==> config.mk <==
export PLATFORM = sky130hd
export DESIGN_NAME = twowire_fifo_pair
export DESIGN_NICKNAME = d
export VERILOG_FILES = /design/src/rtl/fifo_pair_pkg.sv /design/src/rtl/byte_queue.sv /design/src/rtl/occ_view.sv /design/src/rtl/twowire_fifo_pair.sv
export SDC_FILE = /design/constraint.sdc
export NUM_CORES = 1
export LEC_CHECK = 0
export CORE_ASPECT_RATIO = 0.8
export CORE_MARGIN = 8
export CORE_UTILIZATION = 47
export DETAILED_ROUTE_END_ITERATION = 10
export DONT_BUFFER_PORTS = 1
export PLACE_DENSITY = 0.67
export SETUP_SLACK_MARGIN = 0.2
export SYNTH_ARGS = -nofsm -noshare
export SYNTH_HDL_FRONTEND = slang
export SYNTH_SLANG_ARGS = --single-unit
==> constraint.sdc <==
create_clock -name clk -period 5.5 [get_ports clk]
set_input_delay 0.55 -clock clk [delete_from_list [all_inputs] [get_ports clk]]
set_output_delay 0.55 -clock clk [all_outputs]
set_load 0.05 [all_outputs]
==> src/rtl/fifo_pair_pkg.sv <==
package fifo_pair_pkg;
  localparam int unsigned QDEPTH_DEF = 16;
  localparam int unsigned TXW_DEF    = 10;
  localparam int unsigned RXW_DEF    = 8;
endpackage

==> src/rtl/byte_queue.sv <==
module byte_queue #(
  parameter int unsigned DEPTH = 16,
  parameter int unsigned W     = 8,
  localparam int unsigned PW   = $clog2(DEPTH),
  localparam int unsigned CW   = $clog2(DEPTH + 1)
) (
  input  logic          clk,
  input  logic          rst_n,
  input  logic          clr,
  input  logic          in_valid,
  output logic          in_ready,
  input  logic [W-1:0]  in_data,
  output logic          out_valid,
  input  logic          out_ready,
  output logic [W-1:0]  out_data,
  output logic [CW-1:0] count
);
  logic [W-1:0]  mem [DEPTH];
  logic [PW-1:0] wp, rp;
  logic          push, pop;

  assign in_ready  = !clr && (count != CW'(DEPTH));
  assign out_valid = !clr && (count != '0);
  assign push      = in_valid && in_ready;
  assign pop       = out_valid && out_ready;
  assign out_data  = mem[rp];

  always_ff @(posedge clk) begin
    if (push) mem[wp] <= in_data;
  end

  always_ff @(posedge clk) begin
    if (!rst_n || clr) begin
      wp    <= '0;
      rp    <= '0;
      count <= '0;
    end else begin
      if (push) wp <= wp + 1'b1;
      if (pop)  rp <= rp + 1'b1;
      case ({push, pop})
        2'b10:   count <= count + 1'b1;
        2'b01:   count <= count - 1'b1;
        default: count <= count;
      endcase
    end
  end
endmodule

==> src/rtl/occ_view.sv <==
module occ_view #(
  parameter int unsigned DEPTH = 16,
  localparam int unsigned LW   = $clog2(DEPTH),
  localparam int unsigned CW   = $clog2(DEPTH + 1)
) (
  input  logic [CW-1:0] count,
  output logic [LW-1:0] level,
  output logic          full,
  output logic          empty
);
  logic [CW-1:0] dec;
  assign dec   = count - CW'(1);
  assign empty = (count == '0);
  assign full  = (count == CW'(DEPTH));
  assign level = empty ? '0 : dec[LW-1:0];
endmodule

==> src/rtl/twowire_fifo_pair.sv <==
module twowire_fifo_pair
  import fifo_pair_pkg::*;
#(
  parameter int unsigned DEPTH = QDEPTH_DEF,
  parameter int unsigned TXW   = TXW_DEF,
  parameter int unsigned RXW   = RXW_DEF,
  localparam int unsigned LW   = $clog2(DEPTH),
  localparam int unsigned CW   = $clog2(DEPTH + 1)
) (
  input  logic           clk,
  input  logic           rst_n,
  input  logic           tx_flush,
  input  logic [LW-1:0]  rx_thresh,
  input  logic           tx_in_valid,
  output logic           tx_in_ready,
  input  logic [TXW-1:0] tx_in_data,
  output logic           tx_out_valid,
  input  logic           tx_out_ready,
  output logic [TXW-1:0] tx_out_data,
  input  logic           rx_in_valid,
  output logic           rx_in_ready,
  input  logic [RXW-1:0] rx_in_data,
  output logic           rx_out_valid,
  input  logic           rx_out_ready,
  output logic [RXW-1:0] rx_out_data,
  output logic [LW-1:0]  tx_level,
  output logic [LW-1:0]  rx_level,
  output logic [3:0]     status_nib,
  output logic           irq_rx_level,
  output logic           irq_tx_half
);
  logic [CW-1:0] tx_cnt, rx_cnt;
  logic tx_full, tx_empty, rx_full, rx_empty;

  byte_queue #(.DEPTH(DEPTH), .W(TXW)) u_txq (
    .clk(clk), .rst_n(rst_n), .clr(tx_flush),
    .in_valid(tx_in_valid), .in_ready(tx_in_ready), .in_data(tx_in_data),
    .out_valid(tx_out_valid), .out_ready(tx_out_ready), .out_data(tx_out_data),
    .count(tx_cnt));

  byte_queue #(.DEPTH(DEPTH), .W(RXW)) u_rxq (
    .clk(clk), .rst_n(rst_n), .clr(1'b0),
    .in_valid(rx_in_valid), .in_ready(rx_in_ready), .in_data(rx_in_data),
    .out_valid(rx_out_valid), .out_ready(rx_out_ready), .out_data(rx_out_data),
    .count(rx_cnt));

  occ_view #(.DEPTH(DEPTH)) u_txv (
    .count(tx_cnt), .level(tx_level), .full(tx_full), .empty(tx_empty));

  occ_view #(.DEPTH(DEPTH)) u_rxv (
    .count(rx_cnt), .level(rx_level), .full(rx_full), .empty(rx_empty));

  assign status_nib   = {tx_empty, rx_empty, rx_full, tx_full};
  assign irq_rx_level = (rx_cnt > CW'(rx_thresh));
  assign irq_tx_half  = (tx_cnt <= CW'(DEPTH / 2));
endmodule

==> After elaboration in Yosys (flattened, before gate mapping) <==
Memory sizes are Yosys's and may differ from the RTL's. A register that Yosys moved wholly into a read port is not among the register bits.
Index checks and enable logic that the tools add are counted.
{ "classes": {"add_sub_neg": 8, "n_lt_le_gt_ge": 2, "n_eq_ne": 8, "n_mux": 12, "n_reduce_logical": 15} }
{ "ops": {"columns": ["op", "count"], "rows": [
  ["$mux 4", 6],
  ["$pmux 5 s2", 2],
  ["$add 4x1->4 const B", 4],
  ["$add 5x1->5 const B", 2],
  ["$eq 5x5->1 const B", 2],
  ["$logic_not 5->1", 2],
  ["$ne 5x5->1 const B", 2],
  ["$reduce_bool 5->1", 2],
  ["$sub 5x1->5 const B", 2],
  ["$logic_and 1x1->1", 6],
  ["$gt 5x4->1", 1],
  ["$le 5x4->1 const B", 1],
  ["$eq 2x1->1 const B", 2],
  ["$eq 2x2->1 const B", 2],
  ["$mux 1", 4],
  ["$reduce_bool 2->1", 2],
  ["$logic_not 1->1", 2],
  ["$logic_or 1x1->1", 1]
]} }
{ "totals": {"regBits": 26, "ramBits": 288, "inputBits": 29, "output_inout_bits": 36, "word_cells": 53, "n_memories": 2} }
{ "mem_list": {"columns": ["name", "depth", "width", "read_ports", "rd_ports_with_merged_regs", "write_ports", "line", "source"], "rows": [
  ["u_txq.mem", 16, 10, 1, 1, 1, "byte_queue.sv:18", "logic [W-1:0] mem [DEPTH];"],
  ["u_rxq.mem", 16, 8, 1, 1, 1, "byte_queue.sv:18", null]
]} }

==> Longest topological paths before layout <==
Gate-level depths: netlist of the first run.
{ "depth": {"depth_word": 5, "depth_mapped": 11, "ltp_nobuf": 11} }

==> By module <==
A second synthesis of the first run with hierarchy kept.
{ "unflattened": {"hier_cells": 718, "area_unflattened_um2": 13578.0} }
{ "modules_own_cells": {"columns": ["mod", "n_inst", "cells_each", "area_per_inst_um2", "seq_area_each_um2"], "rows": [
  ["byte_queue (u_txq)", 1, 354, 7204.4, 5144.9],
  ["byte_queue (u_rxq)", 1, 310, 5987.0, 4184.0],
  ["occ_view", 2, 16, 118.9, 0.0],
  ["twowire_fifo_pair", 1, 22, 148.9, 0.0]
]} }

==> Worst setup path after synthesis of the first run <==
OpenSTA, ideal clock, no wires.
{ "synth_path": {"path_kind": "input -> output", "start": "input rx_thresh[3]", "end": "output irq_rx_level", "t_arrival_ns": 2.111, "t_required_ns": 4.950, "slack_ns": 2.839, "stages": 5, "n_path_buf": 0, "path_cell_list": "inv_1 -> ha_1 -> nand4_1 -> nand2_1 -> o21ai_0"} }
{ "synth_between": {"elab_chain_cells": 1} }
{ "synth_rtl": {"columns": ["element", "line", "source"], "rows": [
  ["start: declaration", "twowire_fifo_pair.sv:13", "input logic [LW-1:0] rx_thresh,"],
  ["$gt 5x4->1", "twowire_fifo_pair.sv:54", "assign irq_rx_level = (rx_cnt > CW'(rx_thresh));"],
  ["end: declaration", "twowire_fifo_pair.sv:29", "output logic irq_rx_level,"]
]} }
Every way passes these cells.

==> metrics.txt, run 1 <==
status=completed; starting density of the core=0.476; Max Fclk=274 MHz; RSZ-0062 raised after global routing=false; number of library cell types mapped by synthesis=44; largest net degree at the start of global routing=41; Placement Setup Slack=2.04 ns; Ant. Diodes=0; Critical Path Fanout Max=21; vias in the first global route=6692; Post-synth EDFFs=288; final hold vios=0; routed length per placed instance=23.2 um; max cap viols=0; number of buffers added on ports=0; I/O Pins=65; largest area contributor in the netlist=edfxtp_1; arrival time at the worst endpoint=3.10 ns; DR vias=6284; antenna viol nets, final=0; Setup crit end kind=output pin; Root Driver=clkbuf_16; hpwl dp=16700 um; Synth Net Count=748; CORE AREA=27200 um2; PostCTS Resize Cnt=0; Routed WL=25300 um; Clock Path Buffers=3; Synth Warn #=0; Final Wtd Congestion=0.770; Synth async-reset ratio=0; VDD IR max=0.274 mV; first-pass GRT wire length=39300 um; Worst Tran Pin Value=1.14 ns; Row Count=54; TritonCTS buffer count=34; synthesized area=12900 um2; Max-slew headroom=0.240; sequential element share of the synthesized area=0.721; CTS H-tree lvls=2; worst r2r src=u_rxq.count[0]; Slew Viols, Final=0; die width=202 um; Setup WS post-layout=1.85 ns; Avg Cell Area, Syn=18.5 um2; Min Clock Period, post-route=3.65 ns; Synth top area share=0.668; most common flop cell mapped by yosys=edfxtp_1; insertion delay to the later sink of the worst-skew pair=0.51 ns; reg-to-reg endpoint=u_rxq.count[3]; Post-CTS Repair Setup Buffers=0; Hold WC Path Type=in -> reg; die area=33100 um2; Die Height=164 um; clock sinks=322; CP required=4.95 ns; reg2reg path depth=11; Post-Syn Instances=699; Yosys reg bits=322; CP Class=reg -> out; GRT Overall Usage=0.153; Pwr per Cell Area=403 nW/um2; fin crit share=0.664; Fin Clk Skew=0.0206 ns; First DRT Iteration DRCs=536; Worst Setup Start Kind=flip-flop; Synth-to-Final Area Change=10.8%; cts hold-fix bufs=0; DR pass1 iterations=5; CTS tree=built; synth cell count leaders=edfxtp_1, mux4_2, a22oi_1; ranking of synthesized cells by area=edfxtp_1, mux4_2, dfxtp_1, a22oi_1, ha_1; count leader, synth=edfxtp_1; # setup viols final=0; CTS clock-pin slew for the worst setup and hold paths=0.06 ns; TNS Setup=0 ns; Vias/cell=5.75; r2r setup slk=2.00 ns; leak pwr=4.53 nW; initial antenna violation count=0; Layout Nets=755; # DRC=0; critical path endpoint=tx_out_data[0]; layout cells sized above 1=0.195; GR Overflow Total=0
[logic make-up (layout without fill, tap and decap cells)]
logic type      count (synthesis)  after routing  share of synthesized area
buf+inv                        63             92                     0.0233
compound gates                 58             58                     0.0307
simple gates                  140            140                     0.0638
xor+xnor                       21             21                     0.0142
flops                         322            322                      0.721
mux                            75             75                      0.128
fa+ha+maj                      20             20                     0.0193
[layer usage]
| layer | track usage | vias up | share of wire |
|---|---|---|---|
| met4 | 0.0408 | 0 | 0.015 |
| met3 | 0.0323 | 31 | 0.067 |
| met5 | 0 | - | 0 |
| met1 | 0.220 | 3265 | 0.46 |
| met2 | 0.235 | 201 | 0.46 |
| li1 | - | 2787 | - |
[worst min-delay path by stage]
stage / from / endpoint / slack, ns / cells after the start
CTS: rx_in_data[0] / u_rxq.mem[15][0] / 0.12 / 0
floorplan: u_rxq.rp[1] / flip-flop / 0.48 / 2
global route: rx_in_data[6] / u_rxq.mem[14][6] / 0.11 / 0
global placement: u_txq.wp[1] / u_txq.wp[1] / 0.49 / 2
finish: rx_in_data[1] / u_rxq.mem[1][1] / 0.14 / 0
detailed placement: u_txq.wp[1] / u_txq.wp[1] / 0.51 / 2
[cell usage in the layout (no fill, tap or decap), types with 2 or more instances in the layout]
cell type,count
edfxtp_1,288
mux4_2,72
a22oi_1,36
clkbuf_16,34
dfxtp_1,32
nor2_1,31
and2_1,27
nand2_1,26
inv_1,23
ha_1,20
xnor2_1,16
a21oi_1,10
nand3_1,10
buf_4,9
clkbuf_1,8
nor2b_1,5
xor2_1,5
clkinv_1,5
nand4bb_1,4
nor3b_2,4
nor4_1,4
o21ai_0,4
clkinv_2,4
nand2b_1,3
nor4_4,3
a21boi_0,3
mux2i_1,3
or3_1,3
nand4b_1,3
nor4b_4,2
inv_2,2
nand4_1,2
nor3_1,2
or4b_1,2
and3_1,2
dfxtp_2,2
inv_6,2
bufinv_16,2
[metrics by stage]
step           hold slack, ns  power (W)  area, um2  std cells   util
5_1_grt                 0.114    0.00598      14300       1092  0.528
3_5_place_dp            0.512    0.00371      13300       1034  0.490
3_3_place_gp            0.492    0.00369      13300       1034  0.490
4_1_cts                 0.120    0.00584      14300       1092  0.528
6_report                0.135    0.00578      14300       1092  0.528
2_1_floorplan           0.475    0.00360      12900        699      -
[final cells by class]
cell class	count	area, um2
Clock buffer	42	881
Clock inverter	16	149
Fill cell	2120	12800
Inverter	25	93.8
Multi-Input combinational cell	314	3360
Sequential cell	322	9330
Tap cell	364	455
Timing Repair Buffer	9	67.6
[where the power goes]
| group | internal (W) | leakage (nW) | switching [W] |
|---|---|---|---|
| logic | 0.000290 | 1.15 | 0.000607 |
| registers | 0.00271 | 2.87 | 0.0000398 |
| clock network | 0.00124 | 0.500 | 0.000897 |
[flip-flops by register name (all words and copies together), names as in the netlist, named ones only]
name	count
u_rxq.count	5
u_rxq.wp	4
u_txq.wp	4
u_rxq.rp	4
u_txq.count	5
u_txq.mem	160
u_rxq.mem	128
u_txq.rp	4
[worst max-delay path, stage by stage (launching register included)]
cell and delay, ns:
dfxtp_2 0.82, buf_4 0.50, mux4_2 0.57, a22oi_1 0.27
nand2_1 0.40
(Power assumes the default switching activity.)
==> run 2, diff against run 1 <==
- ABC_AREA: default -> 1
- PLACE_DENSITY: 0.67 -> 0.69
- clock period: 5.5 -> 3.2 ns (I/O delays scaled with it)
==> metrics.txt, run 2 <==
status=completed; leak pwr=5.57 nW (+23%); register name with the most flops=u_txq.mem; synth cell count leaders=edfxtp_1, nor2_1, nand2_1; CP Class=reg -> out; Hold Path End=u_txq.count[4]; Slew Viols, Final=0 (unchanged); synthesized area=13800 um2 (+6.5%); worst r2r src=u_rxq.count[0]; Synth Warn #=0 (unchanged); hpwl dp=19500 um (+17%); sequential element share of the synthesized area=0.677 (-0.0437); Hold Path Cell Cnt=3 (+3); Synth Net Count=1288 (+72%); RSZ-0062 raised after global routing=false; Max Fclk=351 MHz; hold_sp=tx_flush; TritonCTS buffer count=34 (unchanged); CP required=2.88 ns (-2.07 ns); Placement Setup Slack=0.617 ns (-1.42 ns); number of library cell types mapped by synthesis=29 (-34%); ranking of synthesized cells by area=edfxtp_1, nor2_1, nand2_1, dfxtp_1, nand3_1; die area=35100 um2 (+5.9%); fin util=0.530 (+0.00182); routed length per placed instance=18.7 um (-19%); vias in the first global route=8596 (+28%); first-pass GRT wire length=49000 um (+25%); Routed WL=31200 um (+23%); final non-filler cell total=1669 (+53%); Layout Nets=1315 (+74%); r2r setup slk=0.64 ns (-1.36 ns); First DRT Iteration DRCs=932 (+74%); Pwr per Cell Area=703 nW/um2 (+74%); # DRC=0 (unchanged); Yosys reg bits=322 (unchanged); power after layout=0.0108 W (+87%); Hold WC Path Type=in -> reg; max cap viols=0 (unchanged); GRT Overall Usage=0.176 (+0.0230); # setup viols final=0 (unchanged); insertion delay to the later sink of the worst-skew pair=0.52 ns (about the same); Worst Setup Start Kind=flip-flop; Min Clock Period, post-route=2.85 ns; final hold vios=0 (unchanged); Die Height=169 um (+2.9%); fin crit share=0.891; CTS tree=built; CTS H-tree lvls=2 (unchanged); number of buffers added on ports=0 (unchanged); Root Driver=clkbuf_16; largest registers=u_txq.mem x160, u_rxq.mem x128; largest area contributor in the netlist=edfxtp_1; DR pass1 iterations=5 (unchanged); Setup WS post-layout=0.348 ns (-1.50 ns); Post-Syn Instances=1239 (+77%); I/O Pins=65 (unchanged); Max-slew headroom=0.416 (+0.176); Post-CTS Repair Setup Buffers=0 (unchanged); clock sinks=322 (unchanged); die width=207 um (+2.9%); CTS clock-pin slew for the worst setup and hold paths=0.06 ns (about the same); starting density of the core=0.474 (-0.00266); commonest non-fill, non-tap cell in the layout=edfxtp_1; initial antenna violation count=1 (+1); layout cells sized above 1=0.0976 (-0.0975); Synth async-reset ratio=0 (unchanged); reg2reg path depth=9 (-2); GR Overflow Total=0 (unchanged); Worst Tran Pin Value=0.874 ns (-0.263 ns); Final Wtd Congestion=0.835 (+8.5%); Avg Cell Area, Syn=11.1 um2 (-40%); CORE AREA=29100 um2 (+7.1%); Clock Path Buffers=3 (unchanged); VDD IR max=0.350 mV (+28%); count leader, synth=edfxtp_1; TNS Setup=0 ns (unchanged); Fin Clk Skew=0.0270 ns (+0.00645 ns); Synth-to-Final Area Change=11.8%; dpl cells=1588 (+54%); Setup crit end kind=output pin; largest net degree at the start of global routing=84 (+100%); Critical Path Fanout Max=22 (+4.8%); antenna viol nets, final=0 (unchanged); arrival time at the worst endpoint=2.53 ns (-0.57 ns); Post-synth EDFFs=288 (unchanged); most common flop cell mapped by yosys=edfxtp_1; max reg flops=160 (unchanged); Row Count=56 (+3.7%); DR vias=9044 (+44%); Synth top area share=0.628 (-0.0405); most frequent cells in the layout=edfxtp_1, nor2_1, nand2_1; Vias/cell=5.42 (-5.8%); reg-to-reg endpoint=u_rxq.mem[6][1]
## run 2: layout make-up
type                            count  area (um2)
Multi-Input combinational cell    757        3650
Clock inverter                     16         156
Inverter                           98         374
Timing Repair Buffer               53         453
Clock buffer                       45         963
Tap cell                          377         472
Sequential cell                   322        9330
Antenna cell                        1        2.50
Fill cell                        2431       13700
## run 2: cells by family (layout without fill, tap and decap cells)
family / Yosys count / after routing / share of synthesized area
AND/OR/NAND/NOR: 548 / 548 / 0.167
flip-flops: 322 / 322 / 0.677
AO/OA/AOI/OAI: 176 / 176 / 0.0709
buffers and inverters: 160 / 212 / 0.0587
adder cells (fa/ha/maj): 20 / 20 / 0.0182
XOR/XNOR: 13 / 13 / 0.00827
other: 0 / 1 / 0
## run 2: how the worst max path moves through the flow
| stage | depth (start not counted) | slack [ns] | endpoint |
|---|---|---|---|
| finish | 7 | 0.35 | tx_out_data[6] |
| global route | 7 | 0.21 | tx_out_data[6] |
| CTS | 8 | 0.32 | rx_level[1] |
| detailed placement | 9 | 0.62 | u_rxq.mem[15][6] |
| global placement | 9 | 0.71 | u_rxq.mem[6][2] |
| floorplan | 7 | 0.90 | rx_level[3] |
## run 2: stage by stage
step                      hold WS, ns  instance area (um2)
after detailed placement        0.420                14100
after global routing           0.0355                15400
final                          0.0309                15400
after floorplan                 0.419                13800
after global placement          0.420                14100
after CTS                     0.00596                15400
## run 2: routing by layer
metal | wire, um | global-route usage | part of all wire
met5 | 0 | 0 | 0
met4 | 549 | 0.0447 | 0.018
met3 | 2850 | 0.0423 | 0.091
met2 | 13400 | 0.258 | 0.43
met1 | 14400 | 0.260 | 0.46
## run 2: worst max-delay path, cell delays in order, from the launching register on
cell      delay [ns]
dfxtp_1         0.29
buf_4           0.21
inv_2           0.37
buf_4           0.35
o211ai_1        0.13
nand3_1         0.10
nand3_1         0.11
nand2_1         0.43
## run 2: repair_timing
item	4_1_cts	5_1_grt
endpoints found under the setup margin	0	6
resized for setup	0	7
hold endpoints to repair	297	0
hold buffers	19	0
## run 2: report_power, final
part	switching, W	total [W]	internal (W)
Combinational	0.00170	0.00221	0.000505
Clock	0.00158	0.00387	0.00230
Sequential	0.0000834	0.00475	0.00467
